===== src/rtl/pfx_pkg.sv =====
package pfx_pkg;

  localparam int SEG_IDX_W = 2;
  localparam int NUM_SEG   = 1 << SEG_IDX_W;

  localparam logic [7:0] OP_LOCK  = 8'hF0;
  localparam logic [7:0] OP_REPNE = 8'hF2;
  localparam logic [7:0] OP_REPE  = 8'hF3;
  // segment prefixes share the pattern 001xx110, xx = override index
  localparam logic [7:0] SEG_MASK = 8'b1110_0111;
  localparam logic [7:0] SEG_PAT  = 8'b0010_0110;

  typedef enum logic [2:0] {
    PK_NONE,
    PK_SEG,
    PK_LOCK,
    PK_REPNE,
    PK_REPE
  } pfx_kind_e;

  typedef struct packed {
    pfx_kind_e             kind;
    logic [SEG_IDX_W-1:0]  seg_idx;
  } pfx_dec_t;

endpackage


===== src/rtl/pfx_decode.sv =====
module pfx_decode
  import pfx_pkg::*;
(
  input  logic       op_stb,
  input  logic [7:0] op_code,
  output pfx_dec_t   dec
);

  always_comb begin
    dec.kind    = PK_NONE;
    dec.seg_idx = op_code[4:3];
    if (op_stb) begin
      if ((op_code & SEG_MASK) == SEG_PAT) dec.kind = PK_SEG;
      else if (op_code == OP_LOCK)         dec.kind = PK_LOCK;
      else if (op_code == OP_REPNE)        dec.kind = PK_REPNE;
      else if (op_code == OP_REPE)         dec.kind = PK_REPE;
    end
  end

endmodule


===== src/rtl/pfx_state.sv =====
module pfx_state
  import pfx_pkg::*;
(
  input  logic               clk,
  input  logic               rst,
  input  pfx_dec_t           dec,
  input  logic               insn_done,
  input  logic               rearm_req,
  output logic [NUM_SEG-1:0] ovr_q,
  output logic               rep_ne_q,
  output logic               rep_eq_q,
  output logic               hold_q
);

  logic [NUM_SEG-1:0] ovr_n;
  logic               ne_n, eq_n, hold_n;

  // ordered update: prefix capture, then re-arm, then end-of-instruction
  always_comb begin
    ovr_n  = ovr_q;
    ne_n   = rep_ne_q;
    eq_n   = rep_eq_q;
    hold_n = hold_q;
    unique case (dec.kind)
      PK_SEG: begin
        ovr_n              = '0;
        ovr_n[dec.seg_idx] = 1'b1;
        hold_n             = 1'b1;
      end
      PK_LOCK:  hold_n = 1'b1;
      PK_REPNE: begin ne_n = 1'b1; eq_n = 1'b0; hold_n = 1'b1; end
      PK_REPE:  begin eq_n = 1'b1; ne_n = 1'b0; hold_n = 1'b1; end
      default: ;
    endcase
    if (rearm_req) hold_n = 1'b1;
    if (insn_done) begin
      if (hold_n) begin
        hold_n = 1'b0;
      end else begin
        ovr_n = '0;
        ne_n  = 1'b0;
        eq_n  = 1'b0;
      end
    end
  end

  always_ff @(posedge clk) begin
    if (rst) begin
      ovr_q    <= '0;
      rep_ne_q <= 1'b0;
      rep_eq_q <= 1'b0;
      hold_q   <= 1'b0;
    end else begin
      ovr_q    <= ovr_n;
      rep_ne_q <= ne_n;
      rep_eq_q <= eq_n;
      hold_q   <= hold_n;
    end
  end

  assert_reset_R1: assert property (@(posedge clk)
    rst |=> (ovr_q == '0 && !rep_ne_q && !rep_eq_q && !hold_q));

  assert_onehot_R2: assert property (@(posedge clk) disable iff (rst)
    $onehot0(ovr_q));

  assert_segpick_R2: assert property (@(posedge clk) disable iff (rst)
    (dec.kind == PK_SEG && !insn_done) |=> (hold_q && ovr_q[$past(dec.seg_idx)]));

  assert_lock_R4: assert property (@(posedge clk) disable iff (rst)
    (dec.kind == PK_LOCK && !insn_done) |=>
      (hold_q && $stable(ovr_q) && $stable(rep_ne_q) && $stable(rep_eq_q)));

  assert_rep_excl_R5: assert property (@(posedge clk) disable iff (rst)
    !(rep_ne_q && rep_eq_q));

  assert_clear_R6: assert property (@(posedge clk) disable iff (rst)
    (insn_done && !hold_q && !rearm_req && dec.kind == PK_NONE) |=>
      (ovr_q == '0 && !rep_ne_q && !rep_eq_q));

  assert_rearm_R7: assert property (@(posedge clk) disable iff (rst)
    (insn_done && rearm_req && dec.kind == PK_NONE) |=>
      ($stable(ovr_q) && $stable(rep_ne_q) && $stable(rep_eq_q) && !hold_q));

  assert_other_R9: assert property (@(posedge clk) disable iff (rst)
    (dec.kind == PK_NONE && !insn_done && !rearm_req) |=>
      ($stable(ovr_q) && $stable(rep_ne_q) && $stable(rep_eq_q) && $stable(hold_q)));

endmodule


===== src/rtl/pfx_segsel.sv =====
module pfx_segsel
  import pfx_pkg::*;
#(
  parameter int SEG_W = 16
) (
  input  logic                     clk,
  input  logic                     rst,
  input  logic                     req,
  input  logic [SEG_IDX_W-1:0]     dflt,
  input  logic [NUM_SEG-1:0]       ovr,
  input  logic [NUM_SEG*SEG_W-1:0] seg_bus,
  output logic [SEG_IDX_W-1:0]     sel_q,
  output logic                     vld_q,
  output logic [SEG_W-1:0]         base_q
);

  logic [SEG_W-1:0]     seg_arr [NUM_SEG];
  logic [SEG_IDX_W-1:0] ovr_idx;
  logic [SEG_IDX_W-1:0] pick;

  for (genvar g = 0; g < NUM_SEG; g++) begin : g_unpack
    assign seg_arr[g] = seg_bus[g*SEG_W +: SEG_W];
  end

  always_comb begin
    ovr_idx = '0;
    for (int i = 0; i < NUM_SEG; i++) begin
      if (ovr[i]) ovr_idx = SEG_IDX_W'(i);
    end
    pick = (|ovr) ? ovr_idx : dflt;
  end

  always_ff @(posedge clk) begin
    if (rst) begin
      sel_q  <= '0;
      vld_q  <= 1'b0;
      base_q <= '0;
    end else begin
      vld_q <= req;
      if (req) begin
        sel_q  <= pick;
        base_q <= seg_arr[pick];
      end
    end
  end

  assert_dflt_R8: assert property (@(posedge clk) disable iff (rst)
    (req && ovr == '0) |=> (vld_q && sel_q == $past(dflt)));

  assert_ovr_R8: assert property (@(posedge clk) disable iff (rst)
    (req && ovr != '0) |=> (vld_q && ((($past(ovr) >> sel_q) & NUM_SEG'(1)) != '0)));

  assert_idle_R8: assert property (@(posedge clk) disable iff (rst)
    !req |=> (!vld_q && $stable(sel_q) && $stable(base_q)));

endmodule


===== src/rtl/pfx_tracker.sv =====
module pfx_tracker
  import pfx_pkg::*;
#(
  parameter int SEG_W = 16
) (
  input  logic                     clk,
  input  logic                     rst,
  input  logic                     op_stb,
  input  logic [7:0]               op_code,
  input  logic                     insn_done,
  input  logic                     rearm_req,
  input  logic                     agen_req,
  input  logic [SEG_IDX_W-1:0]     agen_dflt,
  input  logic [NUM_SEG*SEG_W-1:0] seg_bus,
  output logic [NUM_SEG-1:0]       ovr_oh,
  output logic                     rep_ne,
  output logic                     rep_eq,
  output logic                     pfx_hold,
  output logic [SEG_IDX_W-1:0]     agen_sel,
  output logic                     agen_vld,
  output logic [SEG_W-1:0]         agen_base
);

  pfx_dec_t dec;

  pfx_decode u_decode (
    .op_stb  (op_stb),
    .op_code (op_code),
    .dec     (dec)
  );

  pfx_state u_state (
    .clk       (clk),
    .rst       (rst),
    .dec       (dec),
    .insn_done (insn_done),
    .rearm_req (rearm_req),
    .ovr_q     (ovr_oh),
    .rep_ne_q  (rep_ne),
    .rep_eq_q  (rep_eq),
    .hold_q    (pfx_hold)
  );

  pfx_segsel #(.SEG_W(SEG_W)) u_segsel (
    .clk     (clk),
    .rst     (rst),
    .req     (agen_req),
    .dflt    (agen_dflt),
    .ovr     (ovr_oh),
    .seg_bus (seg_bus),
    .sel_q   (agen_sel),
    .vld_q   (agen_vld),
    .base_q  (agen_base)
  );

endmodule


===== config.mk =====
export PLATFORM = sky130hd
export DESIGN_NAME = pfx_tracker
export DESIGN_NICKNAME = d
export VERILOG_FILES = /design/src/rtl/pfx_pkg.sv /design/src/rtl/pfx_decode.sv /design/src/rtl/pfx_state.sv /design/src/rtl/pfx_segsel.sv /design/src/rtl/pfx_tracker.sv
export SDC_FILE = /design/constraint.sdc
export NUM_CORES = 1
export LEC_CHECK = 0
export BUFFER_PORTS_ARGS = -buffer_cell sky130_fd_sc_hd__buf_2
export CAP_MARGIN = 10
export CORE_MARGIN = 5
export CORE_UTILIZATION = 43
export CTS_BUF_LIST = sky130_fd_sc_hd__clkbuf_4
export DETAILED_ROUTE_END_ITERATION = 10
export PLACE_DENSITY_LB_ADDON = 0.2
export SETUP_SLACK_MARGIN = 0.5
export SYNTH_ARGS = -nofsm -noshare
export SYNTH_HDL_FRONTEND = slang
export SYNTH_SLANG_ARGS = --single-unit

===== constraint.sdc =====
create_clock -name clk -period 1.74 [get_ports clk]
set_input_delay 0.087 -clock clk [delete_from_list [all_inputs] [get_ports clk]]
set_output_delay 0.087 -clock clk [all_outputs]
set_load 0.05 [all_outputs]

; Word level (Yosys, flattened, before mapping)
; Cells that the tools add are included.
[totals]
reg_bits = 26
in_bits = 80
output_inout_bits = 26
[classes]
n_lt_le_gt_ge = 3
eq_ne = 8
mux = 25
bitwise = 1
n_reduce_logical = 4
[ops]
columns = op, count
row1 = $bmux W16 S2, 1
row2 = $mux W16, 2
row3 = $eq A8 B8 Y1 const B, 3
row4 = $mux W3, 5
row5 = $mux W4, 3
row6 = $mux W1, 8
row7 = $reduce_or A4 Y1, 2
row8 = $eq A3 B2 Y1 const B, 2
row9 = $eq A6 B4 Y1 const B, 1
row10 = $mux W2, 3
row11 = $pmux W1 S2, 2
row12 = $eq A3 B1 Y1 const B, 1
row13 = $eq A3 B3 Y1 const B, 1
row14 = $ge A3 B3 Y1 const B, 1
row15 = $lt A2 B3 Y1 const B, 1
row16 = $not A2 Y3, 1
row17 = $demux W1 S2, 1
row18 = $ge A2 B1 Y1 const B, 1
row19 = $reduce_or A2 Y1, 1
row20 = $logic_and A1 B1 Y1, 1

; Longest topological paths before layout
; Gate-level depths: netlist of run 1.
[depth]
word_depth = 12
ltp_mapped = 7
mapped_depth_nobuf = 5

; By module
; A second synthesis of run 1 with hierarchy kept.
[hier_totals]
hier_cells = 168
hier_area_um2 = 1637.8
[modules_own_cells]
columns = module, instances, cells_each, area_each_um2, seq_area_each_um2
row1 = pfx_segsel, 1, 123, 1222.4, 380.4
row2 = pfx_state, 1, 34, 345.3, 140.1
row3 = pfx_decode, 1, 11, 70.1, 0.0

; Worst setup path before layout of run 1
; OpenSTA, ideal clock, no wires.
[synth_timing]
path_kind = register to register
from = register u_state.ovr_q[1]
to = register u_segsel.base_q[10]
setup_time_ns = 0.128
arrival_time_ns = 1.725
slack_ns = -0.113
stages_incl_launch_ff = 7
path_buffers = 1
synth_period_minus_slack_ns = 1.853
cell_sequence = dfxtp_1 nor2_1 a21oi_4 buf_8 mux2i_1 o221a_2 nor2_1
[synth_between]
elab_chain_cells = 8
[synth_lines]
columns = element, line
row1 = from (decl), pfx_state.sv:9  ; output logic [NUM_SEG-1:0] ovr_q,
row2 = from (signal assigned), pfx_state.sv:54  ; ovr_q <= ovr_n;
row3 = $mux W1, pfx_segsel.sv:28  ; if (ovr[i]) ovr_idx = SEG_IDX_W'(i);
row4 = $mux W2 (2 in a row), pfx_segsel.sv:28
row5 = $mux W2 (*), pfx_segsel.sv:30  ; pick = (|ovr) ? ovr_idx : dflt;
row6 = $not A2 Y3 (implied by the code) (*), pfx_segsel.sv:42  ; base_q <= seg_arr[pick];
row7 = $bmux W16 S2 (*), pfx_segsel.sv:42
row8 = $mux W16 (implied by the code) (*) (2 in a row), pfx_segsel.sv:42
row9 = to (signal assigned), pfx_segsel.sv:42
row10 = to (decl), pfx_segsel.sv:14  ; output logic [SEG_W-1:0] base_q
; Every way passes the cells marked *; elsewhere a longest branch is shown, timed or not. The select of a mux whose other input is x is not followed.
; A chain may end at the register's enable or synchronous reset.

; Final worst setup path of run 1
[layout_timing]
from = register u_state.ovr_q[0]
to = register u_segsel.base_q[13]
[layout_between]
elab_chain_cells = 6
[layout_lines]
columns = element, line
row1 = $reduce_or A4 Y1, pfx_segsel.sv:30
row2 = $mux W2, pfx_segsel.sv:30
row3 = $not A2 Y3 (implied by the code), pfx_segsel.sv:42
row4 = $bmux W16 S2, pfx_segsel.sv:42
row5 = $mux W16 (implied by the code) (2 in a row), pfx_segsel.sv:42
; Every way passes these cells. The select of a mux whose other input is x is not followed.

==> results of run 1 <==
-- state kept, by name (all words and copies together), names as in the netlist --
signal            flops
u_segsel.sel_q        2
u_state.hold_q        1
u_state.rep_eq_q      1
u_state.ovr_q         4
u_segsel.vld_q        1
u_segsel.base_q      16
u_state.rep_ne_q      1
-- final cells by class --
cell class	count	area (µm²)	share of cell area
Clock buffer	3	22.5	0.0101
Inverter	1	3.75	0.00168
Clock inverter	1	3.75	0.00168
Tap cell	46	57.6	0.0257
Timing Repair Buffer	114	638	0.285
Multi-Input combinational cell	119	980	0.437
Sequential cell	26	536	0.239
-- placed cells by master, fill, tap and decap left out, types with 2 or more instances in the layout --
cell,instances
sky130_fd_sc_hd__buf_4,5
sky130_fd_sc_hd__nand2b_1,18
sky130_fd_sc_hd__clkbuf_4,3
sky130_fd_sc_hd__buf_2,105
sky130_fd_sc_hd__nor2_1,26
sky130_fd_sc_hd__dfxtp_1,22
sky130_fd_sc_hd__nor2b_1,4
sky130_fd_sc_hd__mux2i_2,2
sky130_fd_sc_hd__o221a_2,12
sky130_fd_sc_hd__buf_12,2
sky130_fd_sc_hd__mux2i_1,36
sky130_fd_sc_hd__o221a_1,4
sky130_fd_sc_hd__dfxtp_4,4
-- logic make-up (layout without fill, tap and decap cells) --
kind of cell	Yosys count	count (layout)	synth area share
buffers and inverters	11	119	0.0460
flip-flops	26	26	0.336
AND/OR/NAND/NOR	58	58	0.208
AO/OA/AOI/OAI	23	23	0.165
multiplexers	38	38	0.246
-- per-layer routing --
layer,GRT usage,vias up,wire [µm]
met5,0,-,0
met4,0.0468,0,40
met3,0.0387,5,322
met2,0.317,59,2120
met1,0.209,738,1890
li1,-,786,-
-- critical path: stages, from the launching register on --
cell and delay [ns]:
sky130_fd_sc_hd__dfxtp_4 0.37, sky130_fd_sc_hd__nand2b_4 0.15, sky130_fd_sc_hd__a21oi_4 0.19, sky130_fd_sc_hd__buf_12 0.18
sky130_fd_sc_hd__mux2i_1 0.23, sky130_fd_sc_hd__o221a_1 0.22, sky130_fd_sc_hd__nor2_1 0.04
-- how the worst max path moves through the flow --
| stage | start | endpoint | slack (ns) | cells after the start |
|---|---|---|---|---|
| floorplan | u_state.ovr_q[0]$_SDFF_PP0_ | u_segsel.base_q[10]$_SDFFE_PP0P_ | 0.18 | 6 |
| global placement | u_state.ovr_q[0]$_SDFF_PP0_ | u_segsel.base_q[14]$_SDFFE_PP0P_ | 0.29 | 6 |
| detailed placement | u_state.ovr_q[0]$_SDFF_PP0_ | u_segsel.base_q[13]$_SDFFE_PP0P_ | 0.26 | 6 |
| CTS | u_state.ovr_q[0]$_SDFF_PP0_ | u_segsel.base_q[13]$_SDFFE_PP0P_ | 0.24 | 6 |
| global route | u_state.ovr_q[0]$_SDFF_PP0_ | u_segsel.base_q[4]$_SDFFE_PP0P_ | 0.22 | 6 |
| finish | u_state.ovr_q[0]$_SDFF_PP0_ | u_segsel.base_q[13]$_SDFFE_PP0P_ | 0.26 | 6 |
-- stage by stage --
step	cell area [µm²]	setup slack (ns)	cells	hold slack (ns)
floorplan	1590	0.184	156	0.165
global placement	2160	0.286	303	0.281
detailed placement	2160	0.260	303	0.285
CTS	2200	0.237	308	0.0202
global route	2240	0.217	310	0.0371
finish	2240	0.260	310	0.0204
-- timing repair --
| item | CTS | global route |
|---|---|---|
| endpoints found under the hold margin | 1 | 0 |
| hold buffers | 1 | 0 |
| cloned | 0 | 1 |
| pin swaps | 0 | 2 |
| resized for setup | 1 | 3 |
| setup endpoints to repair | 16 | 16 |
| setup buffers | 0 | 1 |
-- power by group through the flow --
stage,sequential (W),combinational (W),clock (W)
finish,0.000635,0.000460,0.000254
detailed placement,0.000648,0.000449,0
CTS,0.000634,0.000453,0.000265
global route,0.000639,0.000496,0.000284
global placement,0.000648,0.000444,0
floorplan,0.000757,0.000184,0
==> impl_metrics.ini, run 1 <==
[cts]
clock-sinks = 26
cts_buffer_depth = 2
clkTransAtPathRegs_ns = 0.13
insertion_delay_ns = 0.32
cts_tree = yes
number_of_cts_inserted_buffers = 3
cts_htree_levels = 1
ctsRootBufferMaster = sky130_fd_sc_hd__clkbuf_4

[synthesis]
synth.area.top_cells = sky130_fd_sc_hd__dfxtp_1 34%, sky130_fd_sc_hd__mux2i_1 25%, sky130_fd_sc_hd__o221a_2 8.7%
share_of_the_yosys_chip_area_belonging_to_registers = 0.336
synthMostInstantiatedCell = sky130_fd_sc_hd__mux2i_1
number_of_flops_mapped_to_enable_cells_by_yosys = 0
ys_async_sr_fraction = 0
synth-seq-cells = 26
cell_accounting_for_the_most_synthesized_area = sky130_fd_sc_hd__dfxtp_1
yosysWarningCount = 0
synth_cell_types = 26
yosys_most_used_dff = sky130_fd_sc_hd__dfxtp_1
synth_fp_nets = 236
portion_of_synthesized_cell_area_occupied_by_the_leading_cell_type = 0.336
netlist_instances = 156
mappedNetlistArea_mm2 = 0.00155
yosys-top-cells-count = 38 x sky130_fd_sc_hd__mux2i_1, 26 x sky130_fd_sc_hd__dfxtp_1, 26 x sky130_fd_sc_hd__nor2_1
syn-mean-instance-area_um2 = 9.93

[hold_path]
whs_endpoint = u_state.rep_eq_q$_SDFF_PP0_
hold-path-cell-count = 3
worst_hold_startpoint = op_code[0]
min_path_type = input port to flop

[layout]
num_antenna_cells = 0
post_route_cells_drive_above_1_share = 0.538
num-nets-final = 345
nFillCells = 330
layout.core_utilization = 0.656
area_growth_syn_to_layout_pct = 44.7

[sta]
finalWorstPathRequiredPeriod_ns = 1.48
fin_crit_sh = 0.851
fin_setup_tns_ns = 0
worstMarginPinSlew_ns = 0.393
hold_viol = 0
skew_ns = 0.00569
setup_viol = 0
grt_setup_unrepaired = yes
fmax_mhz = 676
max-slew-margin-rel = 0.738
final-max-slew-violation-count = 0

[setup_path]
required_ns = 1.95
reg2reg_to = u_segsel.base_q[13]$_SDFFE_PP0P_
critical_path_arrival_ns = 1.69
path_class = flop to flop
worst_r2r_startpoint = u_state.ovr_q[0]$_SDFF_PP0_
highest_fanout_seen_on_the_critical_path = 9
worstSetupEndpointType = flop
critPathLaunchType = flop
reg2regPathDepth = 6
r2r_setup_slack_ns = 0.26

[floorplanning]
ioPinCount = 106
effective_utilization_at_floorplan = 0.453
fp.dieArea_mm2 = 0.00490
floorplan.core_area_mm2 = 0.00342
die_height_um = 70.0
floorplan.die.width_um = 70.0
std_cell_rows = 21

[global_route]
pin_count_of_the_biggest_net_entering_global_routing = 22
antenna_violations_before_repair = 0
grt_util_all_layers = 0.176
via_count_of_the_first_global_routing_pass = 1617
grt_pass1_wl_um = 7270
grt_overflow = 0

[pwr]
sw_frac_of_total = 0.325
power.leakage_nw = 1.13
cellInternalPower_w = 0.000910
power_density_mw_per_mm2 = 602
power.sequential.fraction = 0.471
comb_power_share = 0.341
p_switching_w = 0.000438
ir_drop_mv = 0.459
power_w = 0.00135
clock_power_share = 0.188

[drt]
initialDrtViolationCount = 59
post_drt_via_cell_ratio = 5.12
drtAntennaViolNets = 0
totalWireLength_um = 4370
route.detailed.drc = 0
wl_per_cell_um = 14.1
first_pass_detailed_route_iteration_total = 4
route.vias.total = 1588

[placement]
gp_congestion = 0.775
buffer_ports.inserted = 105
dp_hpwl_um = 3390

[status]
outcome = completed

[flow_run]
max_cap_violations = 0
Power figures use the tool's default switching activity.
==> run 2, diff against run 1 <==
--- a/config.mk
+++ b/config.mk
@@ -7,8 +7,10 @@
 export LEC_CHECK = 0
 export BUFFER_PORTS_ARGS = -buffer_cell sky130_fd_sc_hd__buf_2
 export CAP_MARGIN = 10
+export CELL_PAD_IN_SITES_DETAIL_PLACEMENT = 2
+export CELL_PAD_IN_SITES_GLOBAL_PLACEMENT = 2
 export CORE_MARGIN = 5
-export CORE_UTILIZATION = 43
+export CORE_UTILIZATION = 23
 export CTS_BUF_LIST = sky130_fd_sc_hd__clkbuf_4
 export DETAILED_ROUTE_END_ITERATION = 10
 export PLACE_DENSITY_LB_ADDON = 0.2
==> impl_metrics.ini, run 2 (same netlist as run 1, synthesis figures left out) <==
[layout]
most_common_cell_after_layout_fill_and_taps_aside = sky130_fd_sc_hd__buf_2
nFillCells = 785
area_growth_syn_to_layout_pct = 47.8
largest_registers = u_segsel.base_q x16, u_state.ovr_q x4, u_segsel.sel_q x2
largest_reg_flops = 16
num_antenna_cells = 0
num-nets-final = 345
largest-register = u_segsel.base_q
final-instance-count-excl-fill = 343
layout_common_cells = 105 x sky130_fd_sc_hd__buf_2, 36 x sky130_fd_sc_hd__mux2i_1, 26 x sky130_fd_sc_hd__nor2_1
post_route_cells_drive_above_1_share = 0.544

[floorplanning]
die_height_um = 92.1
effective_utilization_at_floorplan = 0.232
floorplan.core_area_mm2 = 0.00668
fp.dieArea_mm2 = 0.00848
ioPinCount = 106
std_cell_rows = 30
floorplan.die.width_um = 92.1

[global_route]
pin_count_of_the_biggest_net_entering_global_routing = 22
grt_pass1_wl_um = 9290
groute.layer.met1.usage = 0.164
grt_overflow = 0
grt_util_all_layers = 0.135
busiest_layer = met2
met3_resource_use_gr = 0.0369
antenna_violations_before_repair = 0
via_count_of_the_first_global_routing_pass = 1850
groute.layer.met2.usage = 0.240

[setup_path]
critPathLaunchType = flop
cpPeakStageDelay_ns = 0.38
path_cells = nand2b_4 > a21oi_4 > buf_12 > mux2i_1 > o221a_2 > nor2_1
path_class = flop to flop
highest_fanout_seen_on_the_critical_path = 17
reg2regPathDepth = 6
worst_r2r_startpoint = u_state.ovr_q[0]$_SDFF_PP0_
worst_setup_path_endpoint = u_segsel.base_q[6]$_SDFFE_PP0P_
critical_path_arrival_ns = 1.69
crit_path_top_delay_cell = sky130_fd_sc_hd__dfxtp_4
crit_start = u_state.ovr_q[0]$_SDFF_PP0_
critPathBufInv = 1
r2r_setup_slack_ns = 0.26
worst_path_dominant_cell_family = flip-flops
worstSetupPathDepth = 6
worstSetupEndpointType = flop
required_ns = 1.96
reg2reg_to = u_segsel.base_q[6]$_SDFFE_PP0P_

[sta]
timing.final.ws_setup_ns = 0.265
grt_setup_unrepaired = yes
fin_setup_tns_ns = 0
finalWorstPathRequiredPeriod_ns = 1.48
max-slew-margin-rel = 0.712
skew_ns = 0.00588
fmax_mhz = 678
worstMarginPinSlew_ns = 0.431
setup_viol = 0
hold_viol = 0
final-max-slew-violation-count = 0
fin_hold_ws_ns = 0.0218
fin_crit_sh = 0.848

[placement]
dp_hpwl_um = 4520
buffer_ports.inserted = 105
preCtsSetupSlack_ns = 0.262
placed_cells = 337
gp_congestion = 0.687

[cts]
clock-sinks = 26
ctsRootBufferMaster = sky130_fd_sc_hd__clkbuf_4
clkTransAtPathRegs_ns = 0.15
insertion_delay_ns = 0.33
cts_htree_levels = 1
cts_tree = yes
cts_buffer_depth = 2
number_of_cts_inserted_buffers = 3

[drt]
drtAntennaViolNets = 0
totalWireLength_um = 5850
route.vias.total = 1634
initialDrtViolationCount = 38
first_pass_detailed_route_iteration_total = 4
post_drt_via_cell_ratio = 4.76
wl_per_cell_um = 17.0
route.detailed.drc = 0

[flow_run]
max_cap_violations = 0

[status]
outcome = completed

[hold_path]
min_path_type = input port to flop

[pwr]
ir_drop_mv = 0.272
power_density_mw_per_mm2 = 603
power.leakage_nw = 1.13
-- run 2: changes by cell type in the layout (fill, tap and decap cells not counted) --
| cell | before | now |
|---|---|---|
| sky130_fd_sc_hd__buf_4 | 5 | 4 |
| sky130_fd_sc_hd__and2b_2 | 0 | 1 |
| sky130_fd_sc_hd__nand2b_2 | 1 | 0 |
| sky130_fd_sc_hd__buf_6 | 0 | 1 |
| sky130_fd_sc_hd__and2b_1 | 1 | 0 |
| sky130_fd_sc_hd__clkinv_1 | 1 | 0 |
| sky130_fd_sc_hd__nand2b_4 | 1 | 2 |
-- run 2: layout make-up --
cell class / count / area, µm² / area share
Tap cell: 80 / 100 / 0.0437
Sequential cell: 26 / 536 / 0.234
Timing Repair Buffer: 114 / 642 / 0.280
Multi-Input combinational cell: 119 / 986 / 0.431
Clock buffer: 3 / 22.5 / 0.00984
Inverter: 1 / 3.75 / 0.00164
-- run 2: per-layer routing --
layer / vias to the layer above / wire (µm)
li1: 789 / -
met1: 782 / 2600
met2: 59 / 2820
met3: 4 / 387
met4: 0 / 38
met5: - / 0
-- run 2: how the worst min path moves through the flow --
stage / cells after the start / startpoint / endpoint / slack [ns]
after CTS: 3 / op_code[0] / u_state.rep_eq_q$_SDFF_PP0_ / 0.01
after global routing: 3 / op_code[3] / u_state.ovr_q[3]$_SDFF_PP0_ / 0.01
after global placement: 2 / insn_done / u_state.hold_q$_SDFF_PP0_ / 0.28
after floorplan: 1 / insn_done / u_state.hold_q$_SDFF_PP0_ / 0.17
final: 3 / op_code[0] / u_state.rep_eq_q$_SDFF_PP0_ / 0.02
after detailed placement: 2 / insn_done / u_state.hold_q$_SDFF_PP0_ / 0.29
-- run 2: where the power goes --
part,total [W],switching (W),internal [W]
registers,0.000637,0.0000159,0.000621
logic,0.000474,0.000266,0.000208
clock network,0.000270,0.000189,0.0000813
-- run 2: worst register-to-register path, delay by kind of cell, from the launching register on --
kind            cells  cell delay, ns
simple gates        2            0.19
flops               1            0.38
compound gates      2            0.38
mux                 1            0.23
buf+inv             1            0.20
-- run 2: timing repair --
item                                    4_1_cts  5_1_grt
gates cloned                                  0        1
hold buffers                                  1        0
setup buffers                                 0        1
endpoints found under the setup margin       17       17
pin swaps                                     0        0
endpoints found under the hold margin         1        0
resized for setup                             1        5
-- run 2: metrics by stage --
step	util	instance area [µm²]	power [W]
2_1_floorplan	-	1590	0.000941
3_3_place_gp	0.329	2200	0.00111
3_5_place_dp	0.329	2200	0.00112
4_1_cts	0.335	2240	0.00140
5_1_grt	0.343	2290	0.00147
6_report	0.343	2290	0.00138
==> run 3, diff against run 2 <==
--- a/config.mk
+++ b/config.mk
@@ -5,12 +5,13 @@
 export SDC_FILE = /design/constraint.sdc
 export NUM_CORES = 1
 export LEC_CHECK = 0
+export ABC_AREA = 1
 export BUFFER_PORTS_ARGS = -buffer_cell sky130_fd_sc_hd__buf_2
 export CAP_MARGIN = 10
 export CELL_PAD_IN_SITES_DETAIL_PLACEMENT = 2
 export CELL_PAD_IN_SITES_GLOBAL_PLACEMENT = 2
 export CORE_MARGIN = 5
-export CORE_UTILIZATION = 23
+export CORE_UTILIZATION = 19
 export CTS_BUF_LIST = sky130_fd_sc_hd__clkbuf_4
 export DETAILED_ROUTE_END_ITERATION = 10
 export PLACE_DENSITY_LB_ADDON = 0.2
==> constraint.sdc (replaced) <==
create_clock -name clk -period 1.3 [get_ports clk]
set_input_delay 0.065 -clock clk [delete_from_list [all_inputs] [get_ports clk]]
set_output_delay 0.065 -clock clk [all_outputs]
set_load 0.05 [all_outputs]
==> impl_metrics.ini, run 3 <==
[pwr]
p_switching_w = 0.000833
power.sequential.fraction = 0.404
sw_frac_of_total = 0.378
cellInternalPower_w = 0.00137
ir_drop_mv = 0.333
comb_power_share = 0.421
power.leakage_nw = 1.72
power_density_mw_per_mm2 = 694
clock_power_share = 0.176

[global_route]
pin_count_of_the_biggest_net_entering_global_routing = 20
grt_util_all_layers = 0.130
via_count_of_the_first_global_routing_pass = 2560
grt_pass1_wl_um = 12000
antenna_violations_before_repair = 0
grt_overflow = 0

[synthesis]
synthMostInstantiatedCell = sky130_fd_sc_hd__nand2_1
synth_cell_types = 22
synth-seq-cells = 26
synth.area.top_cells = sky130_fd_sc_hd__dfxtp_1 29%, sky130_fd_sc_hd__nand2_1 15%, sky130_fd_sc_hd__nand3_1 14%
yosys_most_used_dff = sky130_fd_sc_hd__dfxtp_1
yosys-top-cells-count = 72 x sky130_fd_sc_hd__nand2_1, 55 x sky130_fd_sc_hd__nor2_1, 49 x sky130_fd_sc_hd__inv_1
yosysWarningCount = 0
synth_fp_nets = 383
number_of_flops_mapped_to_enable_cells_by_yosys = 0
syn-mean-instance-area_um2 = 5.84
ys_async_sr_fraction = 0
mappedNetlistArea_mm2 = 0.00177
cell_accounting_for_the_most_synthesized_area = sky130_fd_sc_hd__dfxtp_1
share_of_the_yosys_chip_area_belonging_to_registers = 0.294
portion_of_synthesized_cell_area_occupied_by_the_leading_cell_type = 0.294
netlist_instances = 303

[cts]
cts_tree = yes
ctsRootBufferMaster = sky130_fd_sc_hd__clkbuf_4
insertion_delay_ns = 0.33
clkTransAtPathRegs_ns = 0.16
clock-sinks = 26
cts_htree_levels = 1
number_of_cts_inserted_buffers = 3
cts_buffer_depth = 2

[status]
violations_in_the_final_reports = hold timing
outcome = finished with violations

[layout]
largest_reg_flops = 16
layout.core_utilization = 0.347
area_growth_syn_to_layout_pct = 79.4
most_common_cell_after_layout_fill_and_taps_aside = sky130_fd_sc_hd__buf_2
nFillCells = 1135
post_route_cells_drive_above_1_share = 0.529
num-nets-final = 506
largest_registers = u_segsel.base_q x16, u_state.ovr_q x4, u_segsel.sel_q x2
postLayoutCellArea_mm2 = 0.00318
layout_common_cells = 79 x sky130_fd_sc_hd__buf_2, 56 x sky130_fd_sc_hd__nand2_1, 47 x sky130_fd_sc_hd__inv_1, 47 x sky130_fd_sc_hd__nor2_1, 27 x sky130_fd_sc_hd__nand3_1
largest-register = u_segsel.base_q
num_antenna_cells = 0

[drt]
route.vias.total = 2329
drtAntennaViolNets = 0
totalWireLength_um = 7530
initialDrtViolationCount = 34
wl_per_cell_um = 14.0
first_pass_detailed_route_iteration_total = 4
post_drt_via_cell_ratio = 4.35
route.detailed.drc = 0

[setup_path]
crit_start = u_state.ovr_q[0]$_SDFF_PP0_
r2r_setup_slack_ns = 0.02
crit_path_top_delay_cell = sky130_fd_sc_hd__dfxtp_4
worst_r2r_startpoint = u_state.ovr_q[0]$_SDFF_PP0_
critPathLaunchType = flop
cpMostUsedCell = sky130_fd_sc_hd__nand2_2
highest_fanout_seen_on_the_critical_path = 14
critical_path_arrival_ns = 1.56
path_class = flop to flop
reg2regPathDepth = 9
cpPeakStageDelay_ns = 0.38
reg2reg_to = u_segsel.base_q[6]$_SDFFE_PP0P_
required_ns = 1.58
worstSetupEndpointType = flop
path_cells = inv_2 > nand2_2 > nand2_2 > nand2_4 > nand2_8 > buf_12 > nand2_1 > and3b_1 > nor2_1

[floorplanning]
floorplan.core_area_mm2 = 0.00915
fp.dieArea_mm2 = 0.0113
ioPinCount = 106
die_height_um = 107
std_cell_rows = 35
floorplan.die.width_um = 107
effective_utilization_at_floorplan = 0.193

[sta]
timing.final.ws_setup_ns = 0.0213
fmax_mhz = 782
max-slew-margin-rel = 0.739
skew_ns = 0.00327
fin_crit_sh = 0.984
fin_hold_ws_ns = -0.0158
grt_setup_unrepaired = yes
setup_viol = 0
worstMarginPinSlew_ns = 0.391
finalWorstPathRequiredPeriod_ns = 1.28
final-max-slew-violation-count = 0
hold_viol = 1

[hold_path]
hold-path-cell-count = 3
worst_hold_startpoint = insn_done
whs_endpoint = u_state.hold_q$_SDFF_PP0_
min_path_type = input port to flop

[placement]
place_area_mm2 = 0.00250
preCtsSetupSlack_ns = -0.00665
dp_hpwl_um = 5950
buffer_ports.inserted = 105
gp_congestion = 0.714

[flow_run]
max_cap_violations = 0
[run 3: cell types whose count changed in the layout (fill, tap and decap cells not counted), sizes merged, moves of 9 or more]
cell | before | now
o21ai | 0 | 9
nand2 | 1 | 85
nand3 | 1 | 49
and3b | 0 | 9
inv | 1 | 51
buf | 112 | 129
mux2i | 38 | 0
o221a | 16 | 0
nor2 | 26 | 57
nand2b | 20 | 0
[run 3: area by class of cell]
type | instances | area (µm²) | share of cell area
Clock buffer | 3 | 22.5 | 0.00709
Clock inverter | 1 | 3.75 | 0.00118
Timing Repair Buffer | 129 | 1020 | 0.322
Inverter | 52 | 210 | 0.0662
Sequential cell | 26 | 567 | 0.178
Multi-Input combinational cell | 214 | 1210 | 0.381
Tap cell | 111 | 139 | 0.0437
[run 3: what timing repair did]
action	in CTS	in global routing
cloned	1	0
gates resized for setup	116	44
endpoints found under the hold margin	1	1
setup endpoints to repair	51	51
pin swaps	12	12
buffers inserted	7	3
[run 3: cell families (layout without fill, tap and decap cells)]
family | count (synthesis) | in the layout | synth area share
and+or+nand+nor | 202 | 202 | 0.521
buffers and inverters | 63 | 185 | 0.150
DFF | 26 | 26 | 0.294
AOI/OAI and AO/OA | 12 | 12 | 0.0353
[run 3: worst max path at each step]
stage                                             to  slack [ns]
global route         u_segsel.base_q[3]$_SDFFE_PP0P_       -0.07
finish               u_segsel.base_q[6]$_SDFFE_PP0P_        0.02
global placement     u_segsel.base_q[8]$_SDFFE_PP0P_        0.03
floorplan           u_segsel.base_q[11]$_SDFFE_PP0P_        0.04
detailed placement   u_segsel.base_q[6]$_SDFFE_PP0P_      -0.007
CTS                 u_segsel.base_q[12]$_SDFFE_PP0P_        0.02
[run 3: critical path: cells and delay by family, from the launching register on]
kind / cells / cell delay (ns)
DFF: 1 / 0.38
buffers and inverters: 2 / 0.20
and+or+nand+nor: 7 / 0.63
[run 3: per-layer routing]
layer,up-vias,share of wire,GRT usage
met4,0,0.0019,0.0183
li1,1170,-,-
met5,-,0,0
met3,4,0.042,0.0225
met1,1099,0.42,0.163
met2,56,0.53,0.235
[run 3: stage by stage]
stage                     total power, W  setup TNS (ns)  std cells
after detailed placement         0.00161         -0.0181        521
final                            0.00220               0        536
after global routing             0.00237          -0.678        536
after global placement           0.00160               0        521
after floorplan                  0.00133               0        303
after CTS                        0.00219               0        533
[run 3: power by group through the flow]
stage | clock network (W) | registers, W | logic, W
floorplan | 0 | 0.00105 | 0.000281
global route | 0.000454 | 0.000898 | 0.00101
finish | 0.000387 | 0.000890 | 0.000927
global placement | 0 | 0.000880 | 0.000719
CTS | 0.000415 | 0.000889 | 0.000885
detailed placement | 0 | 0.000881 | 0.000730
